--- config.mk ---
export PLATFORM = sky130hd
export DESIGN_NAME = mdio_master
export DESIGN_NICKNAME = d
export VERILOG_FILES = /design/src/rtl/mdio_pkg.sv /design/src/rtl/mdio_clkgen.sv /design/src/rtl/mdio_frame_engine.sv /design/src/rtl/mdio_master.sv
export SDC_FILE = /design/constraint.sdc
export NUM_CORES = 1
export LEC_CHECK = 0
export CORE_ASPECT_RATIO = 1.1
export CORE_MARGIN = 2
export CORE_UTILIZATION = 50
export DETAILED_ROUTE_END_ITERATION = 8
export PLACE_DENSITY = 0.83
export RECOVER_POWER = 50
export SLEW_MARGIN = 15
export SYNTH_ARGS = -nofsm -noshare
export SYNTH_HDL_FRONTEND = slang
export SYNTH_SLANG_ARGS = --single-unit
export TNS_END_PERCENT = 50
--- constraint.sdc ---
create_clock -name clk -period 2.96 [get_ports clk]
set_input_delay 0.592 -clock clk [delete_from_list [all_inputs] [get_ports clk]]
set_output_delay 0.592 -clock clk [all_outputs]
set_load 0.03 [all_outputs]
--- src/rtl/mdio_pkg.sv ---
package mdio_pkg;

    typedef enum logic [1:0] {
        WORD_CFG   = 2'd0,
        WORD_CTRL  = 2'd1,
        WORD_WDATA = 2'd2,
        WORD_RDATA = 2'd3
    } word_sel_e;

    localparam int CTRL_PHY_LSB = 24;
    localparam int CTRL_REG_LSB = 16;
    localparam int CTRL_RD_BIT  = 15;
    localparam int CTRL_WR_BIT  = 14;
    localparam int CTRL_GO_BIT  = 11;
    localparam int CTRL_RDY_BIT = 7;
    localparam int ADDR_W       = 5;
    localparam int DATA_W       = 16;

endpackage

--- src/rtl/mdio_clkgen.sv ---
module mdio_clkgen #(
    parameter int DIV_W = 6
) (
    input  logic             clk,
    input  logic             rst_n,
    input  logic             run,
    input  logic [DIV_W-1:0] div,
    output logic             mdc,
    output logic             rise,
    output logic             fall
);
    typedef struct packed {
        logic [DIV_W-1:0] cnt;
        logic             mdc;
    } clk_st_t;

    clk_st_t s_d, s_q;
    logic    tick;

    assign tick = run && (s_q.cnt >= div);
    assign rise = tick && !s_q.mdc;
    assign fall = tick && s_q.mdc;
    assign mdc  = s_q.mdc;

    always_comb begin
        s_d = s_q;
        if (run) begin
            if (tick) begin
                s_d.cnt = '0;
                s_d.mdc = !s_q.mdc;
            end else begin
                s_d.cnt = s_q.cnt + 1'b1;
            end
        end
    end

    always_ff @(posedge clk or negedge rst_n) begin
        if (!rst_n) s_q <= '0;
        else        s_q <= s_d;
    end

    AST_FROZEN_WHEN_STOPPED: assert property (@(posedge clk) disable iff (!rst_n)
        !run |=> $stable(s_q.mdc));
endmodule

--- src/rtl/mdio_frame_engine.sv ---
module mdio_frame_engine
    import mdio_pkg::*;
#(
    parameter int PRE_LEN = 32
) (
    input  logic              clk,
    input  logic              rst_n,
    input  logic              start,
    input  logic              start_rd,
    input  logic [ADDR_W-1:0] phy,
    input  logic [ADDR_W-1:0] regad,
    input  logic [DATA_W-1:0] wdata,
    input  logic              rise,
    input  logic              fall,
    input  logic              mdio_in,
    output logic              busy,
    output logic [DATA_W-1:0] rdata,
    output logic              mdio_out,
    output logic              mdio_oe
);
    localparam int FRAME_LEN  = PRE_LEN + 4 + 2*ADDR_W + 2 + DATA_W;
    localparam int IDX_W      = $clog2(FRAME_LEN);
    localparam int TA_START   = PRE_LEN + 4 + 2*ADDR_W;
    localparam int DATA_START = TA_START + 2;

    typedef struct packed {
        logic                 busy;
        logic                 is_rd;
        logic [IDX_W-1:0]     idx;
        logic [FRAME_LEN-1:0] shreg;
        logic [DATA_W-1:0]    rsh;
        logic [DATA_W-1:0]    rdata;
    } eng_st_t;

    eng_st_t s_d, s_q;
    logic [1:0]        op_bits;
    logic [1:0]        ta_bits;
    logic [DATA_W-1:0] data_bits;

    assign op_bits   = start_rd ? 2'b10 : 2'b01;
    assign ta_bits   = start_rd ? 2'b00 : 2'b10;
    assign data_bits = start_rd ? '0 : wdata;

    always_comb begin
        s_d = s_q;
        if (start) begin
            s_d.busy  = 1'b1;
            s_d.is_rd = start_rd;
            s_d.idx   = '0;
            s_d.shreg = {{PRE_LEN{1'b1}}, 2'b01, op_bits, phy, regad, ta_bits, data_bits};
        end else if (s_q.busy) begin
            if (rise && s_q.is_rd && (s_q.idx >= IDX_W'(DATA_START)))
                s_d.rsh = {s_q.rsh[DATA_W-2:0], mdio_in};
            if (fall) begin
                if (s_q.idx == IDX_W'(FRAME_LEN - 1)) begin
                    s_d.busy = 1'b0;
                    if (s_q.is_rd) s_d.rdata = s_q.rsh;
                end else begin
                    s_d.idx   = s_q.idx + 1'b1;
                    s_d.shreg = {s_q.shreg[FRAME_LEN-2:0], 1'b0};
                end
            end
        end
    end

    always_ff @(posedge clk or negedge rst_n) begin
        if (!rst_n) s_q <= '0;
        else        s_q <= s_d;
    end

    assign busy     = s_q.busy;
    assign rdata    = s_q.rdata;
    assign mdio_out = s_q.shreg[FRAME_LEN-1];
    assign mdio_oe  = s_q.busy && !(s_q.is_rd && (s_q.idx >= IDX_W'(TA_START)));

    AST_FRAME_OPENS_DRIVEN: assert property (@(posedge clk) disable iff (!rst_n)
        $rose(s_q.busy) |-> (mdio_oe && mdio_out));
    AST_BITS_MOVE_ON_FALL: assert property (@(posedge clk) disable iff (!rst_n)
        (s_q.busy && !fall && !start) |=> $stable(mdio_out));
endmodule

--- src/rtl/mdio_master.sv ---
module mdio_master
    import mdio_pkg::*;
#(
    parameter int DIV_W   = 6,
    parameter int PRE_LEN = 32
) (
    input  logic        clk,
    input  logic        rst_n,
    input  logic        reg_wr,
    input  logic [1:0]  reg_addr,
    input  logic [31:0] reg_wdata,
    output logic [31:0] reg_rdata,
    output logic        mdc,
    output logic        mdio_out,
    output logic        mdio_oe,
    input  logic        mdio_in
);
    localparam int EN_BIT = DIV_W;

    typedef struct packed {
        logic [DIV_W-1:0]  div;
        logic              en;
        logic [ADDR_W-1:0] phy;
        logic [ADDR_W-1:0] regad;
        logic              rd;
        logic              wr;
        logic [DATA_W-1:0] wdata;
    } regs_t;

    regs_t r_d, r_q;
    logic  busy, rise, fall, start, ctrl_wr, op_onehot;
    logic [DATA_W-1:0] rdata;
    logic  unused_bits;

    assign unused_bits = ^{reg_wdata[31:29], reg_wdata[23:21], reg_wdata[13:12],
                           reg_wdata[10:0]};

    assign ctrl_wr   = reg_wr && (word_sel_e'(reg_addr) == WORD_CTRL);
    assign op_onehot = reg_wdata[CTRL_RD_BIT] ^ reg_wdata[CTRL_WR_BIT];
    assign start     = ctrl_wr && !busy && reg_wdata[CTRL_GO_BIT] && op_onehot;

    always_comb begin
        r_d = r_q;
        if (reg_wr) begin
            unique case (word_sel_e'(reg_addr))
                WORD_CFG: begin
                    r_d.div = reg_wdata[DIV_W-1:0];
                    r_d.en  = reg_wdata[EN_BIT];
                end
                WORD_CTRL: begin
                    if (!busy) begin
                        r_d.phy   = reg_wdata[CTRL_PHY_LSB +: ADDR_W];
                        r_d.regad = reg_wdata[CTRL_REG_LSB +: ADDR_W];
                        r_d.rd    = reg_wdata[CTRL_RD_BIT];
                        r_d.wr    = reg_wdata[CTRL_WR_BIT];
                    end
                end
                WORD_WDATA: r_d.wdata = reg_wdata[DATA_W-1:0];
                default: ;
            endcase
        end
    end

    always_ff @(posedge clk or negedge rst_n) begin
        if (!rst_n) r_q <= '0;
        else        r_q <= r_d;
    end

    always_comb begin
        reg_rdata = '0;
        unique case (word_sel_e'(reg_addr))
            WORD_CFG: begin
                reg_rdata[DIV_W-1:0] = r_q.div;
                reg_rdata[EN_BIT]    = r_q.en;
            end
            WORD_CTRL: begin
                reg_rdata[CTRL_PHY_LSB +: ADDR_W] = r_q.phy;
                reg_rdata[CTRL_REG_LSB +: ADDR_W] = r_q.regad;
                reg_rdata[CTRL_RD_BIT]            = r_q.rd;
                reg_rdata[CTRL_WR_BIT]            = r_q.wr;
                reg_rdata[CTRL_RDY_BIT]           = !busy;
            end
            WORD_WDATA: reg_rdata[DATA_W-1:0] = r_q.wdata;
            default:    reg_rdata[DATA_W-1:0] = rdata;
        endcase
    end

    mdio_clkgen #(.DIV_W(DIV_W)) u_clk (
        .clk  (clk),
        .rst_n(rst_n),
        .run  (busy && r_q.en),
        .div  (r_q.div),
        .mdc  (mdc),
        .rise (rise),
        .fall (fall)
    );

    mdio_frame_engine #(.PRE_LEN(PRE_LEN)) u_eng (
        .clk     (clk),
        .rst_n   (rst_n),
        .start   (start),
        .start_rd(reg_wdata[CTRL_RD_BIT]),
        .phy     (reg_wdata[CTRL_PHY_LSB +: ADDR_W]),
        .regad   (reg_wdata[CTRL_REG_LSB +: ADDR_W]),
        .wdata   (r_q.wdata),
        .rise    (rise),
        .fall    (fall),
        .mdio_in (mdio_in),
        .busy    (busy),
        .rdata   (rdata),
        .mdio_out(mdio_out),
        .mdio_oe (mdio_oe)
    );

    AST_START_TAKES_BUSY: assert property (@(posedge clk) disable iff (!rst_n)
        start |=> busy);
    AST_BUSY_WRITE_IGNORED: assert property (@(posedge clk) disable iff (!rst_n)
        (busy && ctrl_wr) |=> ($stable(r_q.phy) && $stable(r_q.regad) && busy));
    AST_BAD_OPCODE_NO_START: assert property (@(posedge clk) disable iff (!rst_n)
        (!busy && ctrl_wr && !op_onehot) |=> !busy);
    AST_DISABLED_MDC_STILL: assert property (@(posedge clk) disable iff (!rst_n)
        !r_q.en |=> $stable(mdc));
    AST_IDLE_QUIET: assert property (@(posedge clk) disable iff (!rst_n)
        !busy |-> (!mdc && !mdio_oe));
endmodule

==> results of run 1 <==
-- repair_timing --
| action | in CTS | in global routing |
|---|---|---|
| setup endpoints to repair | 1 | 0 |
| gates resized for setup | 1 | 0 |
| buffers inserted | 0 | 0 |
| hold endpoints to repair | 0 | 0 |
-- metal layers --
metal / share of wire [%] / vias up / global-route usage, %
met2: 51 / 146 / 34.8
met3: 3.8 / 17 / 4.89
met5: 0 / - / 0
met4: 1.5 / 0 / 9.10
met1: 43 / 2500 / 28.2
li1: - / 2207 / -
-- cell families after synthesis --
kind of cell / after synthesis
DFF: 146
buffers and inverters: 58
AOI/OAI and AO/OA: 105
muxes: 96
adders and majority gates: 9
and+or+nand+nor: 158
xor gates and xnor gates: 7
other: 1
-- final cells by class --
type,instances,area (sq um),share of cell area [%]
Clock inverter,4,45.0,0.548
Clock buffer,27,533,6.48
Timing Repair Buffer,86,756,9.19
Multi-Input combinational cell,381,2960,36.0
Sequential cell,146,3650,44.4
Tap cell,184,230,2.80
Inverter,11,41.3,0.502
-- per-stage QoR --
step | hold WS [ns] | std cells
floorplan | 0.296 | 585
global placement | 0.479 | 808
detailed placement | 0.485 | 808
CTS | 0.268 | 839
global route | 0.507 | 839
finish | 0.494 | 839
-- critical path: stages --
cell and delay, ns:
dlygate4sd3_1 0.56, buf_4 0.22, nor2b_1 0.30, buf_4 0.25
and2_1 0.15, buf_4 0.15
-- path summary, 6_finish.rpt --
check                             from            end  slack, ns
setup reg to reg               r_q[34]  u_eng.s_q[48]       0.32
hold / removal                 r_q[21]        r_q[21]       0.49
hold reg to reg                r_q[21]        r_q[21]       0.49
min in group asynchronous        rst_n  u_eng.s_q[16]       0.79
setup / recovery           reg_addr[1]  reg_rdata[25]       0.14
max in group asynchronous        rst_n  u_eng.s_q[75]       0.64
-- power groups by stage --
stage	clock, uW	sequential [uW]	combinational, uW
6_report	2070	2450	1300
5_1_grt	2190	2480	1430
4_1_cts	2090	2440	1310
3_5_place_dp	0	2470	1300
3_3_place_gp	0	2460	1230
2_1_floorplan	0	2410	917
-- sequential cells by signal, summed over array words and instances (netlist names) --
name	flops
u_clk.s_q	6
u_clk.mdc	1
u_eng.rdata	16
u_eng.s_q	86
r_q	35
u_eng.busy	1
u_eng.mdio_out	1
-- cell usage after synthesis (all sizes together) (2+ instances only) --
| cell type | instances |
|---|---|
| nor2 | 44 |
| nor2b | 8 |
| buf | 19 |
| mux2i | 7 |
| or2 | 2 |
| nand2 | 22 |
| nor3 | 2 |
| and3 | 4 |
| a22o | 27 |
| clkbuf | 28 |
| xor2 | 5 |
| and2 | 22 |
| nand3b | 2 |
| nor4b | 32 |
| nor3b | 2 |
| inv | 11 |
| o21ai | 13 |
| mux2 | 89 |
| a211o | 3 |
| dfrtp | 146 |
| a221o | 10 |
| nand4 | 5 |
| ha | 9 |
| xnor2 | 2 |
| a21o | 3 |
| a211oi | 4 |
| nand3 | 7 |
| a31oi | 3 |
| a21oi | 36 |
==> results.sh, run 1 <==
export IMPL_final_cell_area_sq_um=8220
export IMPL_rsz0062_at_grt="false"
export IMPL_ys_seq_area_share_pct=53.1
export IMPL_synth_top_flop_cell="dfrtp_1"
export IMPL_syn_area_sq_um=6870
export IMPL_synth_cells=580
export IMPL_synth_area_leaders="dfrtp_1 53%, mux2_2 13%, nor4b_1 4.1%"
export IMPL_cts_tree="yes"
export IMPL_syn_area_per_cell_sq_um=11.9
export IMPL_power_leakage_uw=0.00371
export IMPL_areaGrowthSynthToFinish_pct=19.6
export IMPL_rr_worst_depth=8
export IMPL_p_per_area_nw_per_um2=707
export IMPL_grt_pass1_wl_mm=24.7
export IMPL_grt_max_degree=86
export IMPL_synth_compound_gate_area_share_pct=10.7
export IMPL_cts_htree_levels=4
export IMPL_post_route_drc_count=0
export IMPL_synth_xor_area_share_pct=0.892
export IMPL_wire_per_inst_um=17.8
export IMPL_clock_sinks=146
export IMPL_yosysWarnings=0
export IMPL_cts_root_buf="clkbuf_16"
export IMPL_synth_top_area_cell="dfrtp_1"
export IMPL_cts_made_buffers=17
export IMPL_min_path_cells=1
export IMPL_synth_top_area_share_pct=53.1
export IMPL_grt_pass1_vias=5008
export IMPL_relSlewSlack_pct=-45.0
export IMPL_async_flop_share_pct=100
export IMPL_cp_max_fo=21
export IMPL_synth_top_family_by_area="multiplexers"
export IMPL_critPathKind="in -> out"
export IMPL_synthDistinctLibCells=49
export IMPL_rows=44
export IMPL_setup_ws_ns=0.143
export IMPL_ys_ff_latch=146
export IMPL_antenna_found_initial=0
export IMPL_synth_simple_area_share_pct=13.3
export IMPL_internal_power_uw=4090
export IMPL_die_y_um=127
export IMPL_antennaDiodeCount=0
export IMPL_status="complete, but fails checks"
export IMPL_crit_arrival_ns=2.22
export IMPL_gp_congestion=0.877
export IMPL_hold_path_class="reg -> reg"
export IMPL_io_buffers=60
export IMPL_finalSetupViolCount=0
export IMPL_hpwlAfterDp_mm=9.64
export IMPL_fmax_ghz=0.355
export IMPL_grt_overflow=0
export IMPL_grt_use_total_pct=21.6
export IMPL_ios=73
export IMPL_dpl_cell_area_sq_um=7660
export IMPL_finish_utilization_pct=61.7
export IMPL_synth_adder_area_share_pct=1.64
export IMPL_clockBufferDepth=2
export IMPL_hold_violations=0
export IMPL_crit_path_end_kind="output pin"
export IMPL_clkTransAtPathRegs_ns=0.05
export IMPL_synthMuxAreaShare_pct=16.1
export IMPL_final_cell_mix="146 x dfrtp_1, 79 x mux2_2, 47 x buf_4"
export IMPL_clock_latency_ns=0.41
export IMPL_ir_drop_uv=476
export IMPL_placeableCoreArea_sq_um=13300
export IMPL_finalCriticalPeriod_ns=2.82
export IMPL_clkPwrFrac_pct=35.5
export IMPL_initial_utilization_pct=51.6
export IMPL_nFillCells=1055
export IMPL_drive_gt1_share_pct=27.0
export IMPL_required_ns=2.37
export IMPL_num_vias=4870
export IMPL_finalSetupTns_ns=0
export IMPL_swShare_pct=29.8
export IMPL_total_power_uw=5820
export IMPL_die_area_sq_um=14700
export IMPL_routed_wl_mm=15.0
export IMPL_slew_viol_final=85
export IMPL_drt_iter0_markers=425
export IMPL_synth_edf_count=0
export IMPL_num_nets_final=690
export IMPL_power_switching_uw=1730
export IMPL_finClkSkew_ns=0.00735
export IMPL_viasPerCell=5.80
export IMPL_p_seq_share_pct=42.1
export IMPL_cts_hold_fix_buffers=0
export IMPL_maxCapViolCount=1
export IMPL_first_pass_iters=5
export IMPL_die_w_um=116
export IMPL_cp_start_kind="input pin"
export IMPL_drtAntennaViolNets=0
export IMPL_comb_power_share_pct=22.4
export IMPL_failed_checks="capacitance limit, slew limit"
export IMPL_dpl_worst_slack_ns=0.183
export IMPL_tightest_slew_ns=2.18
export IMPL_mostFrequentLayoutCell="dfrtp_1"
export IMPL_fin_crit_sh_pct=95.2
(Power assumes the default switching activity.)
==> run 2: changes to the inputs <==
--- a/config.mk
+++ b/config.mk
@@ -7,9 +7,10 @@
 export LEC_CHECK = 0
 export CORE_ASPECT_RATIO = 1.1
 export CORE_MARGIN = 2
-export CORE_UTILIZATION = 50
+export CORE_UTILIZATION = 36
+export CTS_CLUSTER_SIZE = 16
 export DETAILED_ROUTE_END_ITERATION = 8
-export PLACE_DENSITY = 0.83
+export PLACE_DENSITY = 0.66
 export RECOVER_POWER = 50
 export SLEW_MARGIN = 15
 export SYNTH_ARGS = -nofsm -noshare
==> run 2 against run 1 <==
  * The flow still finishes with violations (capacitance limit, slew limit)
  * Combinational power is essentially flat
  * Power grew 2.0%
  * Core utilization shrank 18 points
  * Sequential share of layout area shrank 0.58 points
  * Flip-flop and latch count is the same
  * Routed wire length grew 2.4%
  * Die area grew 37%
  * Largest power group unchanged
  * Worst hold slack gained 0.0047 ns
  * Cell count grew 7.4%
==> results.sh, run 2 (synthesized netlist as in run 1, its figures left out) <==
export IMPL_status="complete, but fails checks"
export IMPL_failed_checks="capacitance limit, slew limit"
export IMPL_clock_latency_ns=0.42
export IMPL_slew_viol_final=70
export IMPL_finalSetupViolCount=0
export IMPL_num_vias=4753
export IMPL_clkTransAtPathRegs_ns=0.06
export IMPL_setup_ws_ns=0.174
export IMPL_antennaDiodeCount=0
export IMPL_hpwlAfterDp_mm=10.1
export IMPL_crit_path_end_kind="output pin"
export IMPL_power_leakage_uw=0.00371
export IMPL_cts_setup_buffers=0
export IMPL_cp_start_kind="input pin"
export IMPL_num_nets_final=688
export IMPL_post_route_drc_count=0
export IMPL_cp_max_fo=21
export IMPL_clockBufferDepth=2
export IMPL_rows=53
export IMPL_top_register="u_eng.s_q"
export IMPL_cts_htree_levels=4
export IMPL_cts_root_buf="clkbuf_16"
export IMPL_grt_use_total_pct=16.2
export IMPL_clock_sinks=146
export IMPL_drtAntennaViolNets=0
export IMPL_die_area_sq_um=20200
export IMPL_dpl_cell_area_sq_um=7750
export IMPL_finalSetupTns_ns=0
export IMPL_first_pass_iters=5
export IMPL_fmax_ghz=0.359
export IMPL_grt_pass1_vias=5046
export IMPL_mostFrequentLayoutCell="dfrtp_1"
export IMPL_final_cell_mix="146 x dfrtp_1, 79 x mux2_2, 44 x nor2_1"
export IMPL_crit_top_cell="buf_4"
export IMPL_initial_utilization_pct=36.4
export IMPL_grt_max_degree=70
export IMPL_io_buffers=60
export IMPL_finClkSkew_ns=0.00603
export IMPL_critPathKind="in -> out"
export IMPL_relSlewSlack_pct=-11.4
export IMPL_wire_per_inst_um=17.0
export IMPL_final_cell_area_sq_um=8330
export IMPL_fin_crit_sh_pct=94.1
export IMPL_antenna_found_initial=0
export IMPL_gp_congestion=0.814
export IMPL_ios=73
export IMPL_largest_reg_flops=86
export IMPL_cts_hold_fix_buffers=0
export IMPL_crit_chain="clkdlybuf4s50_1 -> buf_12 -> nor2b_1 -> buf_4 -> and2_1 -> buf_4"
export IMPL_ir_drop_uv=488
export IMPL_dpl_worst_slack_ns=0.135
export IMPL_die_y_um=149
export IMPL_p_per_area_nw_per_um2=712
export IMPL_drive_gt1_share_pct=27.1
export IMPL_crit_arrival_ns=2.19
export IMPL_hold_violations=0
export IMPL_cts_resized_gates=1
export IMPL_hold_ws_ns=0.499
export IMPL_areaGrowthSynthToFinish_pct=21.2
export IMPL_critPathMaxStageDelay_ns=0.52
export IMPL_drt_iter0_markers=317
export IMPL_total_power_uw=5930
export IMPL_grt_overflow=0
export IMPL_die_w_um=136
export IMPL_maxCapViolCount=1
export IMPL_cts_made_buffers=17
export IMPL_rsz0062_at_grt="false"
export IMPL_viasPerCell=5.28
export IMPL_cts_tree="yes"
export IMPL_nFillCells=1732
export IMPL_cpMaxStageDelayCell="clkdlybuf4s50_1"
export IMPL_tightest_slew_ns=1.67
export IMPL_placeableCoreArea_sq_um=18900
export IMPL_hold_path_class="reg -> reg"
export IMPL_routed_wl_mm=15.3
export IMPL_finalCriticalPeriod_ns=2.79
export IMPL_required_ns=2.37
export IMPL_grt_pass1_wl_mm=25.7
==> run 2: where the power goes <==
part,internal (uW),switching [uW],total (uW)
sequential,2240,203,2440
clock,1410,792,2200
combinational,530,759,1290
total,4180,1750,5930
==> run 2: layer usage <==
layer	routed length [um]	track usage (%)	up-vias
met1	6640	20.6	2422
met2	7900	27.3	106
met3	646	3.53	13
met5	0	0	-
li1	-	-	2212
met4	131	5.73	0
==> run 2: final timing paths <==
kind / start / endpoint / slack (ns) / cells past startpoint
setup / recovery: reg_addr[0] / reg_rdata[25] / 0.17 / 6
hold / removal: r_q[20] / r_q[20] / 0.50 / 1
setup reg to reg: r_q[34] / u_eng.s_q[48] / 0.42 / 7
hold reg to reg: r_q[20] / r_q[20] / 0.50 / 1
max in group asynchronous: rst_n / u_eng.mdio_out / 0.68 / 2
min in group asynchronous: rst_n / r_q[5] / 0.60 / 1
==> run 2: worst max-delay path, delay by kind of cell <==
kind / cells / cell delay, ns
and+or+nand+nor: 2 / 0.46
buffers and inverters: 4 / 1.11
==> run 2: through the flow <==
step,std cells,utilization (%)
2_1_floorplan,585,-
3_3_place_gp,869,41.0
3_5_place_dp,869,41.0
4_1_cts,901,44.2
5_1_grt,901,44.1
6_report,901,44.1
==> run 2: final cells by class <==
type / count / area [sq um] / share of cell area (%)
repair buffers: 84 / 749 / 9.00
inverters: 11 / 41.3 / 0.496
clock inverters: 10 / 130 / 1.56
flip-flops and latches: 146 / 3650 / 43.9
clock buffers: 22 / 484 / 5.81
well taps: 247 / 309 / 3.71
multi-input cells: 381 / 2960 / 35.6
